## src/rtl/bit_ops_pkg.sv

```systemverilog
package bit_ops_pkg;
  typedef enum logic [2:0] {
    OP_TEST  = 3'd0,
    OP_SET   = 3'd1,
    OP_CLR   = 3'd2,
    OP_FLIP  = 3'd3,
    OP_SCANF = 3'd4,
    OP_SCANR = 3'd5,
    OP_RSV6  = 3'd6,
    OP_RSV7  = 3'd7
  } bit_op_e;

  function automatic logic is_scan(input logic [2:0] op);
    return (op == OP_SCANF) || (op == OP_SCANR);
  endfunction
endpackage

```

## src/rtl/bit_modify.sv

```systemverilog
module bit_modify #(
  parameter int WIDTH = 32,
  localparam int IdxW = $clog2(WIDTH)
) (
  input  logic [WIDTH-1:0] operand_i,
  input  logic [IdxW-1:0]  index_i,
  input  logic             wide_i,
  input  logic [2:0]       op_i,
  output logic [WIDTH-1:0] result_o,
  output logic             tested_o
);
  import bit_ops_pkg::*;

  logic [IdxW-1:0]  pos;
  logic [WIDTH-1:0] onehot;

  // narrow mode drops the top index bit
  always_comb begin
    pos = index_i;
    if (!wide_i) pos[IdxW-1] = 1'b0;
  end

  assign onehot   = {{(WIDTH-1){1'b0}}, 1'b1} << pos;
  assign tested_o = operand_i[pos];

  always_comb begin
    unique case (op_i)
      OP_SET:  result_o = operand_i | onehot;
      OP_CLR:  result_o = operand_i & ~onehot;
      OP_FLIP: result_o = operand_i ^ onehot;
      default: result_o = operand_i;
    endcase
  end
endmodule

```

## src/rtl/bit_scan.sv

```systemverilog
module bit_scan #(
  parameter int WIDTH = 32,
  localparam int IdxW = $clog2(WIDTH)
) (
  input  logic [WIDTH-1:0] src_i,
  input  logic             reverse_i,
  output logic             found_o,
  output logic [IdxW-1:0]  pos_o
);
  logic [IdxW-1:0] lo_pos, hi_pos;

  // lowest set bit: scan downward so the last hit wins
  always_comb begin
    lo_pos = '0;
    for (int i = WIDTH - 1; i >= 0; i--)
      if (src_i[i]) lo_pos = IdxW'(i);
  end

  // highest set bit: scan upward so the last hit wins
  always_comb begin
    hi_pos = '0;
    for (int i = 0; i < WIDTH; i++)
      if (src_i[i]) hi_pos = IdxW'(i);
  end

  assign found_o = |src_i;
  assign pos_o   = reverse_i ? hi_pos : lo_pos;
endmodule

```

## src/rtl/bit_ops_unit.sv

```systemverilog
module bit_ops_unit #(
  parameter int WIDTH = 32,
  localparam int IdxW = $clog2(WIDTH),
  localparam int Half = WIDTH / 2
) (
  input  logic             clk_i,
  input  logic             rst_ni,
  input  logic             start_i,
  input  logic [2:0]       op_i,
  input  logic             wide_i,
  input  logic [WIDTH-1:0] operand_i,
  input  logic [IdxW-1:0]  index_i,
  output logic [WIDTH-1:0] result_o,
  output logic             cf_o,
  output logic             zf_o,
  output logic [IdxW-1:0]  bit_index_o,
  output logic             valid_o
);
  import bit_ops_pkg::*;

  logic [WIDTH-1:0] mod_res, scan_src;
  logic             mod_bit, scan_found;
  logic [IdxW-1:0]  scan_pos;

  bit_modify #(.WIDTH(WIDTH)) u_modify (
    .operand_i (operand_i),
    .index_i   (index_i),
    .wide_i    (wide_i),
    .op_i      (op_i),
    .result_o  (mod_res),
    .tested_o  (mod_bit)
  );

  assign scan_src = wide_i ? operand_i : {{(WIDTH-Half){1'b0}}, operand_i[Half-1:0]};

  bit_scan #(.WIDTH(WIDTH)) u_scan (
    .src_i     (scan_src),
    .reverse_i (op_i == OP_SCANR),
    .found_o   (scan_found),
    .pos_o     (scan_pos)
  );

  always_ff @(posedge clk_i or negedge rst_ni) begin
    if (!rst_ni) begin
      result_o    <= '0;
      cf_o        <= 1'b0;
      zf_o        <= 1'b0;
      bit_index_o <= '0;
      valid_o     <= 1'b0;
    end else begin
      valid_o <= start_i;
      if (start_i) begin
        if (is_scan(op_i)) begin
          result_o <= operand_i;
          zf_o     <= scan_found;
          if (scan_found) bit_index_o <= scan_pos;
        end else begin
          result_o <= mod_res;
          cf_o     <= mod_bit;
        end
      end
    end
  end

  p_valid_pulse_r2: assert property (@(posedge clk_i) disable iff (!rst_ni)
    !start_i |=> !valid_o);

  p_idle_hold_r2: assert property (@(posedge clk_i) disable iff (!rst_ni)
    !start_i |=> $stable(result_o) && $stable(cf_o) && $stable(zf_o) && $stable(bit_index_o));

  p_test_keeps_r3: assert property (@(posedge clk_i) disable iff (!rst_ni)
    start_i && op_i == OP_TEST |=> result_o == $past(operand_i));

  p_one_bit_r4: assert property (@(posedge clk_i) disable iff (!rst_ni)
    start_i && !is_scan(op_i) |=> $countones(result_o ^ $past(operand_i)) <= 1);

  p_zero_scan_r8: assert property (@(posedge clk_i) disable iff (!rst_ni)
    start_i && is_scan(op_i) && scan_src == '0 |=> !zf_o && $stable(bit_index_o));

  p_upper_pass_r9: assert property (@(posedge clk_i) disable iff (!rst_ni)
    start_i && !wide_i |=> result_o[WIDTH-1:Half] == $past(operand_i[WIDTH-1:Half]));

  p_scan_keeps_cf_r10: assert property (@(posedge clk_i) disable iff (!rst_ni)
    start_i && is_scan(op_i) |=> $stable(cf_o));
endmodule

```

## config.mk

```make
export PLATFORM = sky130hd
export DESIGN_NAME = bit_ops_unit
export DESIGN_NICKNAME = d
export VERILOG_FILES = /design/src/rtl/bit_ops_pkg.sv /design/src/rtl/bit_modify.sv /design/src/rtl/bit_scan.sv /design/src/rtl/bit_ops_unit.sv
export SDC_FILE = /design/constraint.sdc
export NUM_CORES = 1
export LEC_CHECK = 0
export BUFFER_PORTS_ARGS = -buffer_cell sky130_fd_sc_hd__buf_2
export CORE_ASPECT_RATIO = 0.9
export CORE_MARGIN = 3
export CORE_UTILIZATION = 45
export DETAILED_ROUTE_END_ITERATION = 8
export HOLD_SLACK_MARGIN = 0.12
export PLACE_DENSITY = 0.68
export RECOVER_POWER = 100
export SYNTH_ARGS = -nofsm -noshare
export SYNTH_HDL_FRONTEND = slang
export SYNTH_SLANG_ARGS = --single-unit
```

## constraint.sdc

```tcl
create_clock -name clk_i -period 1.2 [get_ports clk_i]
set_clock_uncertainty 0.1 [all_clocks]
set_input_delay 0 -clock clk_i [delete_from_list [all_inputs] [get_ports clk_i]]
set_output_delay 0 -clock clk_i [all_outputs]
set_load 0.05 [all_outputs]
```

==> results of run 1 <==
power by group:
part	total (mW)	internal [mW]	switching, mW
sequential	1.62	1.51	0.104
combinational	3.09	1.24	1.86
clock	1.19	0.617	0.577
cells by family after synthesis:
family / share of synthesized area
buf+inv: 0.0701
flops: 0.220
simple gates: 0.185
fa+ha+maj: 0.176
mux: 0.120
compound gates: 0.229
metrics by stage:
step | utilization | instance area [µm²] | total power [mW]
floorplan | - | 4720 | 3.17
global placement | 0.625 | 6090 | 4.07
detailed placement | 0.625 | 6090 | 4.13
CTS | 0.730 | 7110 | 5.63
global route | 0.798 | 7770 | 6.19
finish | 0.798 | 7770 | 5.91
final timing paths:
kind / start / to / slack (ns) / cells after the start
worst max-delay path: wide_i / result_o[8] / -0.37 / 10
worst min-delay path: start_i / result_o[1] / 0.11 / 3
worst max register to register: result_o[2] / result_o[2] / 0.36 / 2
worst min register to register: cf_o / cf_o / 0.42 / 2
max in group asynchronous: rst_ni / result_o[24] / 0.11 / 4
min in group asynchronous: rst_ni / result_o[7] / 0.66 / 4
registers in the layout (all words and copies together) (netlist names):
signal,count
result_o,32
bit_index_o,5
cf_o,1
valid_o,1
zf_o,1
metal layers:
metal  track usage  routed length, µm  vias to the layer above
met1         0.395               7720                     2771
met4        0.0933                681                        0
met2         0.518               9220                      315
met5             0                  0                        -
li1              -                  -                     2523
met3        0.0454               1500                       86
tightest hold or removal path: stages:
cell	delay (ns)
sky130_fd_sc_hd__buf_2	0.12
sky130_fd_sc_hd__buf_12	0.20
sky130_fd_sc_hd__a21oi_1	0.16
cells in the mapped netlist (6+ instances only):
cell type | number | area, µm²
sky130_fd_sc_hd__nor2_1 | 120 | 450
sky130_fd_sc_hd__a21oi_1 | 112 | 561
sky130_fd_sc_hd__ha_1 | 64 | 801
sky130_fd_sc_hd__nand2_1 | 47 | 176
sky130_fd_sc_hd__dfrtp_1 | 40 | 1000
sky130_fd_sc_hd__mux2_2 | 32 | 360
sky130_fd_sc_hd__inv_1 | 28 | 105
sky130_fd_sc_hd__clkbuf_1 | 19 | 71.3
sky130_fd_sc_hd__o21ai_0 | 8 | 40.0
sky130_fd_sc_hd__a31oi_1 | 7 | 43.8
sky130_fd_sc_hd__buf_2 | 7 | 35.0
sky130_fd_sc_hd__inv_2 | 7 | 26.3
sky130_fd_sc_hd__mux4_2 | 7 | 158
sky130_fd_sc_hd__a22oi_1 | 6 | 45.0
sky130_fd_sc_hd__nor4_1 | 6 | 37.5
area by class of cell:
type	count	area, µm²
multi-input combinational	472	4210
clock inverter	3	42.5
inverter	35	134
sequential	40	1000
fill	567	1970
clock buffer	5	68.8
timing repair buffer	261	2160
tap	126	158
repair_timing:
| action | CTS | global route |
|---|---|---|
| endpoints found under the hold margin | 74 | 4 |
| pin swaps | 61 | 70 |
| cloned | 2 | 0 |
| hold buffers | 33 | 2 |
| gates resized for setup | 106 | 98 |
| buffers inserted | 10 | 20 |
| setup endpoints to repair | 39 | 39 |
==> PnR_summary.wiki, run 1 <==
{| class="wikitable"
! Metric !! Value
|-
| Status || complete, but fails checks
|-
| Violated checks || setup timing
|-
| Core Footprint || 9740 µm²
|-
| Commonest cells after routing, fill and taps aside || sky130_fd_sc_hd__nor2_1, sky130_fd_sc_hd__buf_4, sky130_fd_sc_hd__buf_2
|-
| Fraction of layout instances using a drive strength above 1 || 0.518
|-
| Most frequent standard cell in the layout excluding fill and tap cells || sky130_fd_sc_hd__nor2_1
|-
| Worst setup SP type || primary input
|-
| WL/cell || 20.3 µm
|-
| Final hold violation count || 0
|-
| Cell type of the slowest stage on the worst timing path || sky130_fd_sc_hd__ha_1
|-
| Final Non-Filler Cells || 942
|-
| Worst path required time || 1.28 ns
|-
| Number of vias after detailed routing || 5,695
|-
| Sinks on the clock net || 40
|-
| Pre-CTS WS || -0.808 ns
|-
| Synthesized instance count || 581
|-
| Slew at the pin with the worst max-slew slack || 0.469 ns
|-
| Sum of negative setup slack || -9.96 ns
|-
| # port buffers || 83
|-
| DRC || 0
|-
| Sequential share of the synthesized area || 0.220
|-
| Antenna violations before repair || 0
|-
| Final weighted congestion in routability-driven placement || 0.961
|-
| Clock buffer count from CTS || 5
|-
| Std-Cell Rows || 34
|-
| Average instance area after synthesis || 7.83 µm²
|-
| Half-perimeter wire length of the detailed placement result || 11.9 mm
|-
| Longest individual stage delay on the worst path || 0.32 ns
|-
| Clock latency of the later-clocked register in the worst-skew pair || 0.31 ns
|-
| Total of warnings raised by yosys || 0
|-
| Path type of the worst setup path || in2reg
|-
| RSZ-0062 raised after global routing || true
|-
| Overall Global Routing Usage || 0.301
|-
| Final setup violation count || 39
|-
| Initial drt markers || 632
|-
| Buffer type at the clock tree root || sky130_fd_sc_hd__clkbuf_8
|-
| Wire length of the first global-routing pass || 27.7 mm
|-
| Via count of the first global-routing pass || 5,470
|-
| Signal arrival time at the worst endpoint || 1.65 ns
|-
| Leakage power || 3.48 nW
|-
| Maximum net fanout on the critical path || 7
|-
| Fraction of registers with async set or reset after synthesis || 1.00
|-
| Worst max-slew margin expressed relative to the limit || 0.683
|-
| Number of nets with antenna violations after routing || 0
|-
| Type of the tightest min-delay check || in2reg
|-
| Clock tree from TritonCTS || yes
|-
| Pin count of the biggest net entering global routing || 67
|-
| Part of the cycle the worst path needs || 1.31
|-
| Post-synth design cell area || 4550 µm²
|-
| Area enclosed by the die boundary || 11,400 µm²
|-
| Chip Width || 112 µm
|-
| Antenna cells || 0
|-
| # placed instances || 871
|-
| Clock-pin transition on the worst setup and hold timing paths || 0.10 ns
|-
| Final min period || 1.57 ns
|-
| Per-cell via count in the routed design || 6.05
|-
| Dominant register cell in the synthesized netlist || sky130_fd_sc_hd__dfrtp_1
|-
| Worst hold slack after final layout || 0.114 ns
|-
| Deepest clock path buffer count || 2
|-
| Pwr/cell area || 760 nW/µm²
|-
| Nets in the synthesized netlist || 689
|-
| Count of final max-slew check failures || 0
|-
| Minimum setup slack in the final design || -0.367 ns
|-
| Number of placed I/O pins || 84
|-
| Total wire length || 19.1 mm
|-
| Kind of end point of the critical path || flip-flop
|-
| Crit path buffers/inverters || 2
|-
| Count of different cell masters after synthesis || 57
|-
| Maximum Capacitance Violations || 0
|-
| Number of enable-type register cells in the synthesized netlist || 0
|-
| Cell breakdown of the critical path || buf_12 > buf_12 > a211oi_4 > nand2_1 > ha_1 > mux2_4 > a21oi_2 > nor2_1 > a21oi_1 > a21oi_1
|-
| Synth Register Bits || 40
|-
| Fmax || 0.638 GHz
|-
| Initial cell density of the core || 0.467
|-
| Worst vdd rail ir drop || 525 µV
|-
| Syn-to-layout area delta || 70.8%
|-
| Count of H-tree levels built during CTS || 2
|-
| Net count reported at finish || 923
|-
| Kind of cell adding the most delay to the critical path || compound AO/OA/AOI/OAI gates
|-
| Vertical die dimension || 101 µm
|-
| Total iterations of the first detailed-routing run || 5
|-
| Grt ovf || 0
|}
No activity file was read; power rests on OpenSTA's default activity.
==> run 2, diff against run 1 <==
MAX_ROUTING_LAYER = met4   (was unset)
PLACE_DENSITY = 0.67   (was 0.68)
==> PnR_summary.wiki, run 2 (same netlist as run 1, synthesis figures left out) <==
{| class="wikitable"
! Metric !! Value
|-
| Status || complete, but fails checks
|-
| Violated checks || setup timing
|-
| FILL cells || 542 (-4.4%)
|-
| Worst hold slack after final layout || 0.108 ns (-0.00590 ns)
|-
| Type of the tightest min-delay check || in2reg
|-
| Maximum net fanout on the critical path || 5 (-2)
|-
| Register with the most flip-flops || result_o
|-
| Final setup violation count || 39 (unchanged)
|-
| Half-perimeter wire length of the detailed placement result || 12.0 mm (+0.83%)
|-
| Std-Cell Rows || 34 (unchanged)
|-
| Worst max-slew margin expressed relative to the limit || 0.749 (+0.0657)
|-
| DRC || 0 (unchanged)
|-
| Cell breakdown of the critical path || buf_12 > buf_8 > nor3_4 > buf_4 > nand2_2 > ha_1 > mux2_4 > a21oi_2 > nor2_1 > a21oi_1 > a21oi_1
|-
| Slew at the pin with the worst max-slew slack || 0.372 ns (-0.0973 ns)
|-
| Count of final max-slew check failures || 0 (unchanged)
|-
| Most frequent standard cell in the layout excluding fill and tap cells || sky130_fd_sc_hd__buf_4
|-
| Final min period || 1.60 ns (+0.0355 ns)
|-
| Initial drt markers || 505 (-20%)
|-
| Number of flip-flops in the largest register || 32 (unchanged)
|-
| Count of H-tree levels built during CTS || 2 (unchanged)
|-
| Register cell area after layout || 1000 µm² (unchanged)
|-
| Vertical die dimension || 101 µm (unchanged)
|-
| # port buffers || 83 (unchanged)
|-
| Path type of the worst setup path || in2reg
|-
| Pwr/cell area || 770 nW/µm² (+1.3%)
|-
| Commonest cells after routing, fill and taps aside || sky130_fd_sc_hd__buf_4, sky130_fd_sc_hd__nor2_1, sky130_fd_sc_hd__buf_2
|-
| Total power || 6.26 mW (+6.0%)
|-
| Final hold violation count || 0 (unchanged)
|-
| Longest individual stage delay on the worst path || 0.30 ns (-0.02 ns)
|-
| Antenna cells || 0 (unchanged)
|-
| Overall Global Routing Usage || 0.324 (+0.0229)
|-
| # placed instances || 888 (+2.0%)
|-
| Total iterations of the first detailed-routing run || 7 (+2)
|-
| Antenna violations before repair || 0 (unchanged)
|-
| WL/cell || 20.5 µm (+0.94%)
|-
| Cell mode on critical path || sky130_fd_sc_hd__a21oi_1
|-
| Syn-to-layout area delta || 78.6%
|-
| Clock latency of the later-clocked register in the worst-skew pair || 0.30 ns (about the same)
|-
| Worst setup SP type || primary input
|-
| Cell type of the slowest stage on the worst timing path || sky130_fd_sc_hd__ha_1
|-
| Kind of end point of the critical path || flip-flop
|-
| Per-cell via count in the routed design || 6.01 (-0.65%)
|-
| Leakage power || 3.68 nW (+5.7%)
|-
| Maximum Capacitance Violations || 0 (unchanged)
|-
| RSZ-0062 raised after global routing || true
|-
| Clock buffer count from CTS || 5 (unchanged)
|-
| Area of the multi-input gates || 4350 µm² (+3.5%)
|-
| Number of placed I/O pins || 84 (unchanged)
|-
| Part of the cycle the worst path needs || 1.34 (+0.0296)
|-
| Pre-CTS WS || -0.777 ns (+0.0309 ns)
|-
| Final weighted congestion in routability-driven placement || 0.963 (+0.25%)
|-
| Signal arrival time at the worst endpoint || 1.68 ns (+0.03 ns)
|-
| Wire length of the first global-routing pass || 29.0 mm (+4.7%)
|-
| Deepest clock path buffer count || 2 (unchanged)
|-
| Clock tree from TritonCTS || yes
|-
| Buffer type at the clock tree root || sky130_fd_sc_hd__clkbuf_8
|-
| Number of nets with antenna violations after routing || 0 (unchanged)
|-
| Initial cell density of the core || 0.467 (unchanged)
|-
| Grt ovf || 0 (unchanged)
|-
| Final Non-Filler Cells || 961 (+2.0%)
|-
| Minimum setup slack in the final design || -0.403 ns (-0.0355 ns)
|-
| Core occupancy in the finished layout || 0.834 (+0.0363)
|-
| Net count reported at finish || 943 (+2.2%)
|-
| Clock-pin transition on the worst setup and hold timing paths || 0.10 ns (about the same)
|-
| Chip Width || 112 µm (unchanged)
|-
| Fraction of layout instances using a drive strength above 1 || 0.549 (+0.0301)
|-
| Worst path required time || 1.28 ns (about the same)
|-
| Via count of the first global-routing pass || 5,739 (+4.9%)
|-
| Core Footprint || 9740 µm² (unchanged)
|-
| Internal reg-to-reg setup slack || 0.37 ns (about the same)
|-
| Pin count of the biggest net entering global routing || 67 (unchanged)
|-
| Number of vias after detailed routing || 5,772 (+1.4%)
|-
| Total wire length || 19.7 mm (+3.0%)
|-
| Area enclosed by the die boundary || 11,400 µm² (unchanged)
|-
| Worst vdd rail ir drop || 514 µV (-2.1%)
|-
| Largest registers || result_o x32, bit_index_o x5
|-
| Sinks on the clock net || 40 (unchanged)
|-
| Fmax || 0.624 GHz (-2.2%)
|}
[run 2: report_power, final]
| part | total [mW] | switching (mW) | internal (mW) |
|---|---|---|---|
| clock | 1.40 | 0.581 | 0.821 |
| sequential | 1.62 | 0.104 | 1.51 |
| combinational | 3.24 | 1.92 | 1.32 |
[run 2: through the flow]
step           setup TNS, ns  cell area [µm²]
3_3_place_gp          -24.69             6190
6_report               -9.43             8130
3_5_place_dp          -26.00             6190
2_1_floorplan         -14.79             4720
4_1_cts                -7.30             7690
5_1_grt               -11.65             8130
[run 2: final timing paths]
| path | start | to | depth (start not counted) |
|---|---|---|---|
| max in group asynchronous | rst_ni | result_o[29] | 4 |
| worst max-delay path | index_i[0] | result_o[16] | 11 |
| worst min-delay path | start_i | bit_index_o[0] | 5 |
| min in group asynchronous | rst_ni | result_o[10] | 4 |
| worst min register to register | zf_o | zf_o | 1 |
| worst max register to register | bit_index_o[1] | bit_index_o[1] | 2 |
[run 2: layout make-up]
cell class,count,share of cell area
flip-flops and latches,40,0.123
clock buffers,5,0.00847
well taps,126,0.0194
clock inverters,2,0.00739
repair buffers,281,0.289
inverters,35,0.0171
multi-input cells,472,0.535
[run 2: timing repair]
action | CTS | global route
hold endpoints to repair | 71 | 2
cloned | 2 | 0
buffers inserted | 15 | 19
resized for setup | 190 | 58
hold buffers | 29 | 2
endpoints found under the setup margin | 39 | 39
pin swaps | 102 | 96
[run 2: worst max-delay path: cells and delay by family]
kind,cells,cell delay [ns]
multiplexers,1,0.27
AND/OR/NAND/NOR,3,0.32
adder cells (fa/ha/maj),1,0.30
AO/OA/AOI/OAI,3,0.39
buffers and inverters,3,0.40
[run 2: per-layer routing]
layer	global-route usage	routed length, µm
met4	0.0887	742
met2	0.572	9670
met3	0.0424	1390
met1	0.393	7890
met5	-	0
